**config.mk**
```make
export PLATFORM = sky130hd
export DESIGN_NAME = iso_link_tx
export DESIGN_NICKNAME = d
export VERILOG_FILES = /design/src/rtl/isl_pkg.sv /design/src/rtl/isl_frame_pack.sv /design/src/rtl/isl_slot_timer.sv /design/src/rtl/isl_pulse_drive.sv /design/src/rtl/iso_link_tx.sv
export SDC_FILE = /design/constraint.sdc
export NUM_CORES = 1
export LEC_CHECK = 0
export BUFFER_PORTS_ARGS = -buffer_cell sky130_fd_sc_hd__buf_4
export CAP_MARGIN = 20
export CORE_ASPECT_RATIO = 0.8
export CORE_UTILIZATION = 52
export DETAILED_ROUTE_END_ITERATION = 16
export GPL_ROUTABILITY_DRIVEN = 0
export GPL_TIMING_DRIVEN = 1
export PLACE_DENSITY_LB_ADDON = 0.25
export SKIP_CTS_REPAIR_TIMING = 1
export SLEW_MARGIN = 20
export SYNTH_ARGS = -nofsm -noshare
export SYNTH_HDL_FRONTEND = slang
export SYNTH_SLANG_ARGS = --single-unit
```
**constraint.sdc**
```tcl
create_clock -name clk_i -period 2.9 [get_ports clk_i]
set_clock_uncertainty 0.2 [all_clocks]
set_input_delay 0.145 -clock clk_i [delete_from_list [all_inputs] [get_ports clk_i]]
set_output_delay 0.145 -clock clk_i [all_outputs]
set_load 0.005 [all_outputs]
```
**src/rtl/isl_pkg.sv**
```systemverilog
package isl_pkg;
  localparam int NPOS = 5;
  localparam logic [2:0] SYNC_POS = 3'd4;
  localparam int STAT_W = 7;

  function automatic int frame_bits(int aux_bits);
    return 1 + STAT_W + 10 + aux_bits + 8 + 8 + 8;
  endfunction

  function automatic logic any_fault(logic [STAT_W-1:0] s);
    return |s;
  endfunction
endpackage

```
**src/rtl/isl_frame_pack.sv**
```systemverilog
module isl_frame_pack #(
  parameter int AUX_BITS = 10,
  localparam int FRAME_W = isl_pkg::frame_bits(AUX_BITS),
  localparam int PAY_W   = FRAME_W - 8
) (
  input  logic [isl_pkg::STAT_W-1:0] stat_i,
  input  logic [9:0]                 vin_i,
  input  logic [AUX_BITS-1:0]        aux_i,
  input  logic [7:0]                 cur_i,
  input  logic [7:0]                 fuse_i,
  output logic [FRAME_W-1:0]         frame_o
);
  function automatic logic [7:0] fold8(logic [PAY_W-1:0] p);
    logic [7:0] c;
    c = '0;
    for (int j = 0; j < PAY_W; j++) c[j % 8] = c[j % 8] ^ p[j];
    return c;
  endfunction

  logic [PAY_W-1:0] payload;

  always_comb begin
    payload = {isl_pkg::any_fault(stat_i), stat_i, vin_i, aux_i, cur_i, fuse_i};
    frame_o = {payload, fold8(payload)};
  end
endmodule

```
**src/rtl/isl_slot_timer.sv**
```systemverilog
module isl_slot_timer #(
  parameter int POS_CYC = 4,
  parameter int NSLOT   = 27,
  localparam int CW = $clog2(POS_CYC),
  localparam int SW = $clog2(NSLOT)
) (
  input  logic          clk_i,
  input  logic          rst_ni,
  input  logic          en_i,
  output logic          busy_o,
  output logic          load_o,
  output logic [SW-1:0] slot_o,
  output logic [2:0]    pos_o,
  output logic [CW-1:0] cnt_o
);
  logic cnt_wrap, pos_wrap, frame_last;

  always_comb begin
    cnt_wrap   = busy_o && (cnt_o == CW'(POS_CYC - 1));
    pos_wrap   = cnt_wrap && (pos_o == 3'(isl_pkg::NPOS - 1));
    frame_last = pos_wrap && (slot_o == SW'(NSLOT - 1));
    load_o     = en_i && (!busy_o || frame_last);
  end

  always_ff @(posedge clk_i or negedge rst_ni) begin
    if (!rst_ni) begin
      busy_o <= 1'b0;
      slot_o <= '0;
      pos_o  <= '0;
      cnt_o  <= '0;
    end else if (load_o) begin
      busy_o <= 1'b1;
      slot_o <= '0;
      pos_o  <= '0;
      cnt_o  <= '0;
    end else if (busy_o) begin
      busy_o <= !frame_last;
      cnt_o  <= cnt_wrap ? '0 : cnt_o + 1'b1;
      if (cnt_wrap) pos_o <= pos_wrap ? '0 : pos_o + 3'd1;
      if (pos_wrap) slot_o <= frame_last ? '0 : slot_o + 1'b1;
    end
  end

  a_r4_pos_range: assert property (@(posedge clk_i) disable iff (!rst_ni)
    pos_o < 3'(isl_pkg::NPOS));
  a_r9_frame_restart: assert property (@(posedge clk_i) disable iff (!rst_ni)
    (frame_last && en_i) |=> (busy_o && slot_o == '0 && pos_o == '0));
  a_r9_frame_stop: assert property (@(posedge clk_i) disable iff (!rst_ni)
    (frame_last && !en_i) |=> !busy_o);
endmodule

```
**src/rtl/isl_pulse_drive.sv**
```systemverilog
module isl_pulse_drive #(
  parameter int POS_CYC   = 4,
  parameter int PULSE_CYC = 2,
  parameter int FRAME_W   = 52,
  parameter int NSLOT     = 27,
  localparam int CW = $clog2(POS_CYC),
  localparam int SW = $clog2(NSLOT)
) (
  input  logic               clk_i,
  input  logic               rst_ni,
  input  logic               busy_i,
  input  logic [SW-1:0]      slot_i,
  input  logic [2:0]         pos_i,
  input  logic [CW-1:0]      cnt_i,
  input  logic [FRAME_W-1:0] frame_i,
  output logic               tx_p_o,
  output logic               tx_n_o
);
  logic [2:0] target;
  logic       pulse_now, pulse_end, pol_q;
  int         hi_idx;

  always_comb begin
    hi_idx = FRAME_W + 1 - 2 * int'(slot_i);
    if (slot_i == '0) begin
      hi_idx = FRAME_W - 1;
      target = isl_pkg::SYNC_POS;
    end else begin
      target = {1'b0, frame_i[hi_idx], frame_i[hi_idx-1]};
    end
    pulse_now = busy_i && (pos_i == target) && (int'(cnt_i) < PULSE_CYC);
    pulse_end = pulse_now && (cnt_i == CW'(PULSE_CYC - 1));
  end

  always_ff @(posedge clk_i or negedge rst_ni) begin
    if (!rst_ni) begin
      pol_q  <= 1'b0;
      tx_p_o <= 1'b0;
      tx_n_o <= 1'b0;
    end else begin
      tx_p_o <= pulse_now && !pol_q;
      tx_n_o <= pulse_now && pol_q;
      if (pulse_end) pol_q <= !pol_q;
    end
  end

  // Observer state for the polarity-order assertions
  logic p_d, n_d, last_was_n;
  always_ff @(posedge clk_i or negedge rst_ni) begin
    if (!rst_ni) begin
      p_d <= 1'b0; n_d <= 1'b0; last_was_n <= 1'b1;
    end else begin
      p_d <= tx_p_o; n_d <= tx_n_o;
      if (tx_p_o && !p_d) last_was_n <= 1'b0;
      else if (tx_n_o && !n_d) last_was_n <= 1'b1;
    end
  end

  a_r2_not_both: assert property (@(posedge clk_i) disable iff (!rst_ni)
    !(tx_p_o && tx_n_o));
  a_r3_p_after_n: assert property (@(posedge clk_i) disable iff (!rst_ni)
    (tx_p_o && !p_d) |-> last_was_n);
  a_r3_n_after_p: assert property (@(posedge clk_i) disable iff (!rst_ni)
    (tx_n_o && !n_d) |-> !last_was_n);
  a_r4_pulse_window: assert property (@(posedge clk_i) disable iff (!rst_ni)
    (tx_p_o || tx_n_o) |-> (int'($past(cnt_i)) < PULSE_CYC && $past(busy_i)));
  a_r9_idle_low: assert property (@(posedge clk_i) disable iff (!rst_ni)
    !$past(busy_i) |-> (!tx_p_o && !tx_n_o));
endmodule

```
**src/rtl/iso_link_tx.sv**
```systemverilog
module iso_link_tx #(
  parameter int AUX_BITS  = 10,
  parameter int POS_CYC   = 4,
  parameter int PULSE_CYC = 2
) (
  input  logic                       clk_i,
  input  logic                       rst_ni,
  input  logic                       en_i,
  input  logic [isl_pkg::STAT_W-1:0] stat_i,
  input  logic [9:0]                 vin_i,
  input  logic [AUX_BITS-1:0]        aux_i,
  input  logic [7:0]                 cur_i,
  input  logic [7:0]                 fuse_i,
  output logic                       tx_p_o,
  output logic                       tx_n_o
);
  localparam int FRAME_W = isl_pkg::frame_bits(AUX_BITS);
  localparam int NSLOT   = 1 + FRAME_W / 2;
  localparam int CW      = $clog2(POS_CYC);
  localparam int SW      = $clog2(NSLOT);

  logic [FRAME_W-1:0] frame_next, frame_q;
  logic               busy, load;
  logic [SW-1:0]      slot;
  logic [2:0]         pos;
  logic [CW-1:0]      cnt;

  isl_frame_pack #(.AUX_BITS(AUX_BITS)) u_pack (
    .stat_i(stat_i), .vin_i(vin_i), .aux_i(aux_i), .cur_i(cur_i),
    .fuse_i(fuse_i), .frame_o(frame_next));

  isl_slot_timer #(.POS_CYC(POS_CYC), .NSLOT(NSLOT)) u_timer (
    .clk_i(clk_i), .rst_ni(rst_ni), .en_i(en_i), .busy_o(busy),
    .load_o(load), .slot_o(slot), .pos_o(pos), .cnt_o(cnt));

  always_ff @(posedge clk_i or negedge rst_ni) begin
    if (!rst_ni) frame_q <= '0;
    else if (load) frame_q <= frame_next;
  end

  isl_pulse_drive #(.POS_CYC(POS_CYC), .PULSE_CYC(PULSE_CYC),
                    .FRAME_W(FRAME_W), .NSLOT(NSLOT)) u_drive (
    .clk_i(clk_i), .rst_ni(rst_ni), .busy_i(busy), .slot_i(slot),
    .pos_i(pos), .cnt_i(cnt), .frame_i(frame_q),
    .tx_p_o(tx_p_o), .tx_n_o(tx_n_o));

  a_r8_hold_frame: assert property (@(posedge clk_i) disable iff (!rst_ni)
    !load |=> $stable(frame_q));
  a_r6_summary_bit: assert property (@(posedge clk_i) disable iff (!rst_ni)
    load |=> (frame_q[FRAME_W-1] == ($past(stat_i) != '0)));
endmodule

```
==> impl_metrics.ini <==
[outcome]
outcome = completed

[route]
viasPerCell = 5.57
vias = 2667
routed_wl_um = 8550
drc = 0
drt-initial-drc-count = 143
firstDrtPassIters = 4
wire_per_inst_um = 17.8
ant_nets = 0

[finish]
synthToLayoutAreaGrowth_pct = 31.9
layout_commonest_cell = dfrtp_1
fin_area_um2 = 4760
n_antenna_cell = 0
fill_cells = 408
drive_above_1_share = 0.347
nNetsFinal = 443
finalNonFillerCells = 479
mostFrequentLayoutCells = dfrtp_1 (66), buf_4 (57), dlygate4sd3_1 (45), mux2_2 (44), xnor2_1 (36)

[logic_synthesis]
synth_area_um2 = 3610
netlist_instances = 293
synth_warnings = 0
synth_async_sr_flop_share = 1.00
synth-edff-count = 0
synth_area_leader_cell = dfrtp_1
syn_area_per_cell_um2 = 12.3
synth_cell_types = 45
synth-seq-area-share = 0.457
netlist.area_leader.share = 0.457
synth_area_leaders = dfrtp_1 (46%), mux2_2 (14%), xnor2_1 (8.7%)
ys_ff_latch = 66
synth_nets = 346
synth_ff_type = dfrtp_1

[cts]
cts_tree = done
root_buffer = clkbuf_8
clkTransAtPathRegs_ns = 0.07
cts.path.max_buffers = 2
clkLatencyLatePin_ns = 0.35
cts.htree.levels = 3
clkSinkCount = 66
numCtsBuffers = 9

[critical_path]
critPathMaxStageDelay_ns = 0.55
critPathTopFamily = XOR/XNOR gates
cpMaxStageDelayCell = mux4_2
crit_path_end_kind = register
critical_path_required_ns = 2.93
crit_chain = buf_4 > ha_2 > xor2_2 > mux4_2 > a22oi_2 > o21ai_1 > o311ai_1 > xnor2_1 > nand3_2 > xnor2_1
cpMostUsedCell = xnor2_1
worstPathMaxFanout = 8
worst-path-buf-inv = 1
worstPathArrival_ns = 2.76
crit_type = register to register
start_kind = register

[power_and_ir_drop]
peakVddDrop_mv = 0.424
power_frac_clock = 0.262
p_int_w = 0.00237
p_total_w = 0.00361
combinationalPowerShare = 0.391
seqPwrFrac = 0.347
p_per_area_nw_per_um2 = 757
p_sw_frac = 0.344
power_switching_w = 0.00124
p_leak_nw = 2.21

[sta]
fmax_mhz = 367
finalHoldViolCount = 0
max_slew_margin = 0.438
finalSetupTns_ns = 0
setup_violations = 0
drv_slew = 0
final.min_clock_period_ns = 2.73
post-route-period-util = 0.940
tightest_slew_ns = 0.843
setup_slack_ns = 0.174
rsz0062_at_grt = false

[run]
cap_violations = 0

[floorplan]
die_y_um = 76.5
die-area_um2 = 7290
num_io_pins = 48
die_w_um = 95.2
start_util = 0.552
core-area_um2 = 6540
num_rows = 26

[placed_design]
hpwlAfterDp_um = 5530
place_inst = 417
dpl_cell_area_um2 = 4050
portBuffers = 47
place_ws_ns = 0.123

[hold_path]
hp-class = input port to asynchronous set/reset pin

[global_routing]
grt_pass1_vias = 2492
antenna_found_initial = 0
grt_overflow_total = 0
track_usage = 0.226
grt_pass1_wl_um = 12200
grt_max_degree = 67
power groups by stage:
stage / clock network [W] / logic (W) / registers (W)
2_1_floorplan: 0 / 0.00104 / 0.00118
3_3_place_gp: 0 / 0.00130 / 0.00125
3_5_place_dp: 0 / 0.00132 / 0.00126
4_1_cts: 0.000956 / 0.00133 / 0.00125
5_1_grt: 0.00101 / 0.00155 / 0.00127
6_report: 0.000945 / 0.00141 / 0.00125
registers in the layout, summed over array words and instances, names as in the netlist:
register / flops
u_drive.tx_n_o: 1
u_timer.busy_o: 1
frame_q: 52
u_drive.tx_p_o: 1
u_timer.pos_o: 3
u_drive.pol_q: 1
u_timer.cnt_o: 2
u_timer.slot_o: 5
area by class of cell:
| cell class | instances | area [µm²] | share of cell area |
|---|---|---|---|
| multi-input cells | 206 | 1870 | 0.392 |
| repair buffers | 102 | 878 | 0.184 |
| flip-flops and latches | 66 | 1650 | 0.347 |
| clock buffers | 10 | 128 | 0.0268 |
| inverters | 5 | 18.8 | 0.00394 |
| well taps | 84 | 105 | 0.0221 |
| clock inverters | 6 | 115 | 0.0242 |
kinds of logic (layout without fill, tap and decap cells):
family                     Yosys count  after routing  synth area share
and+or+nand+nor                     50             50            0.0738
DFF                                 66             66             0.457
buffers and inverters               21            123            0.0294
xor gates and xnor gates            44             44             0.109
adders and majority gates            7              7            0.0242
muxes                               59             59             0.223
AOI/OAI and AO/OA                   46             46            0.0831
routing by layer:
layer,wire length (µm),track usage
met1,3690,0.303
met2,4400,0.345
met3,334,0.0768
met4,121,0.0652
met5,0,0
synthesized netlist by cell type, drive strengths merged (7+ instances only):
cell type,n
nor2,11
o21ai,23
xnor2,36
dfrtp,66
mux4,12
mux2,44
xor2,8
buf,13
nand2,18
ha,7
per-stage QoR:
stage                     utilization  hold slack (ns)
after floorplan                     -           -0.351
after global placement          0.620            0.101
after detailed placement        0.620            0.106
after CTS                       0.657           -0.271
after global routing            0.728            0.284
final                           0.728            0.250
path summary, 6_finish.rpt:
check / from / endpoint / slack, ns / cells after the start
max in group asynchronous: rst_ni / frame_q[51] / 1.71 / 2
max: u_timer.slot_o[0] / u_drive.pol_q / 0.17 / 10
min reg2reg: u_drive.pol_q / u_drive.tx_p_o / 0.27 / 1
max reg2reg: u_timer.slot_o[0] / u_drive.pol_q / 0.17 / 10
min in group clk_i: u_drive.pol_q / u_drive.tx_p_o / 0.27 / 1
min: rst_ni / frame_q[14] / 0.25 / 2
(Power assumes the default switching activity.)
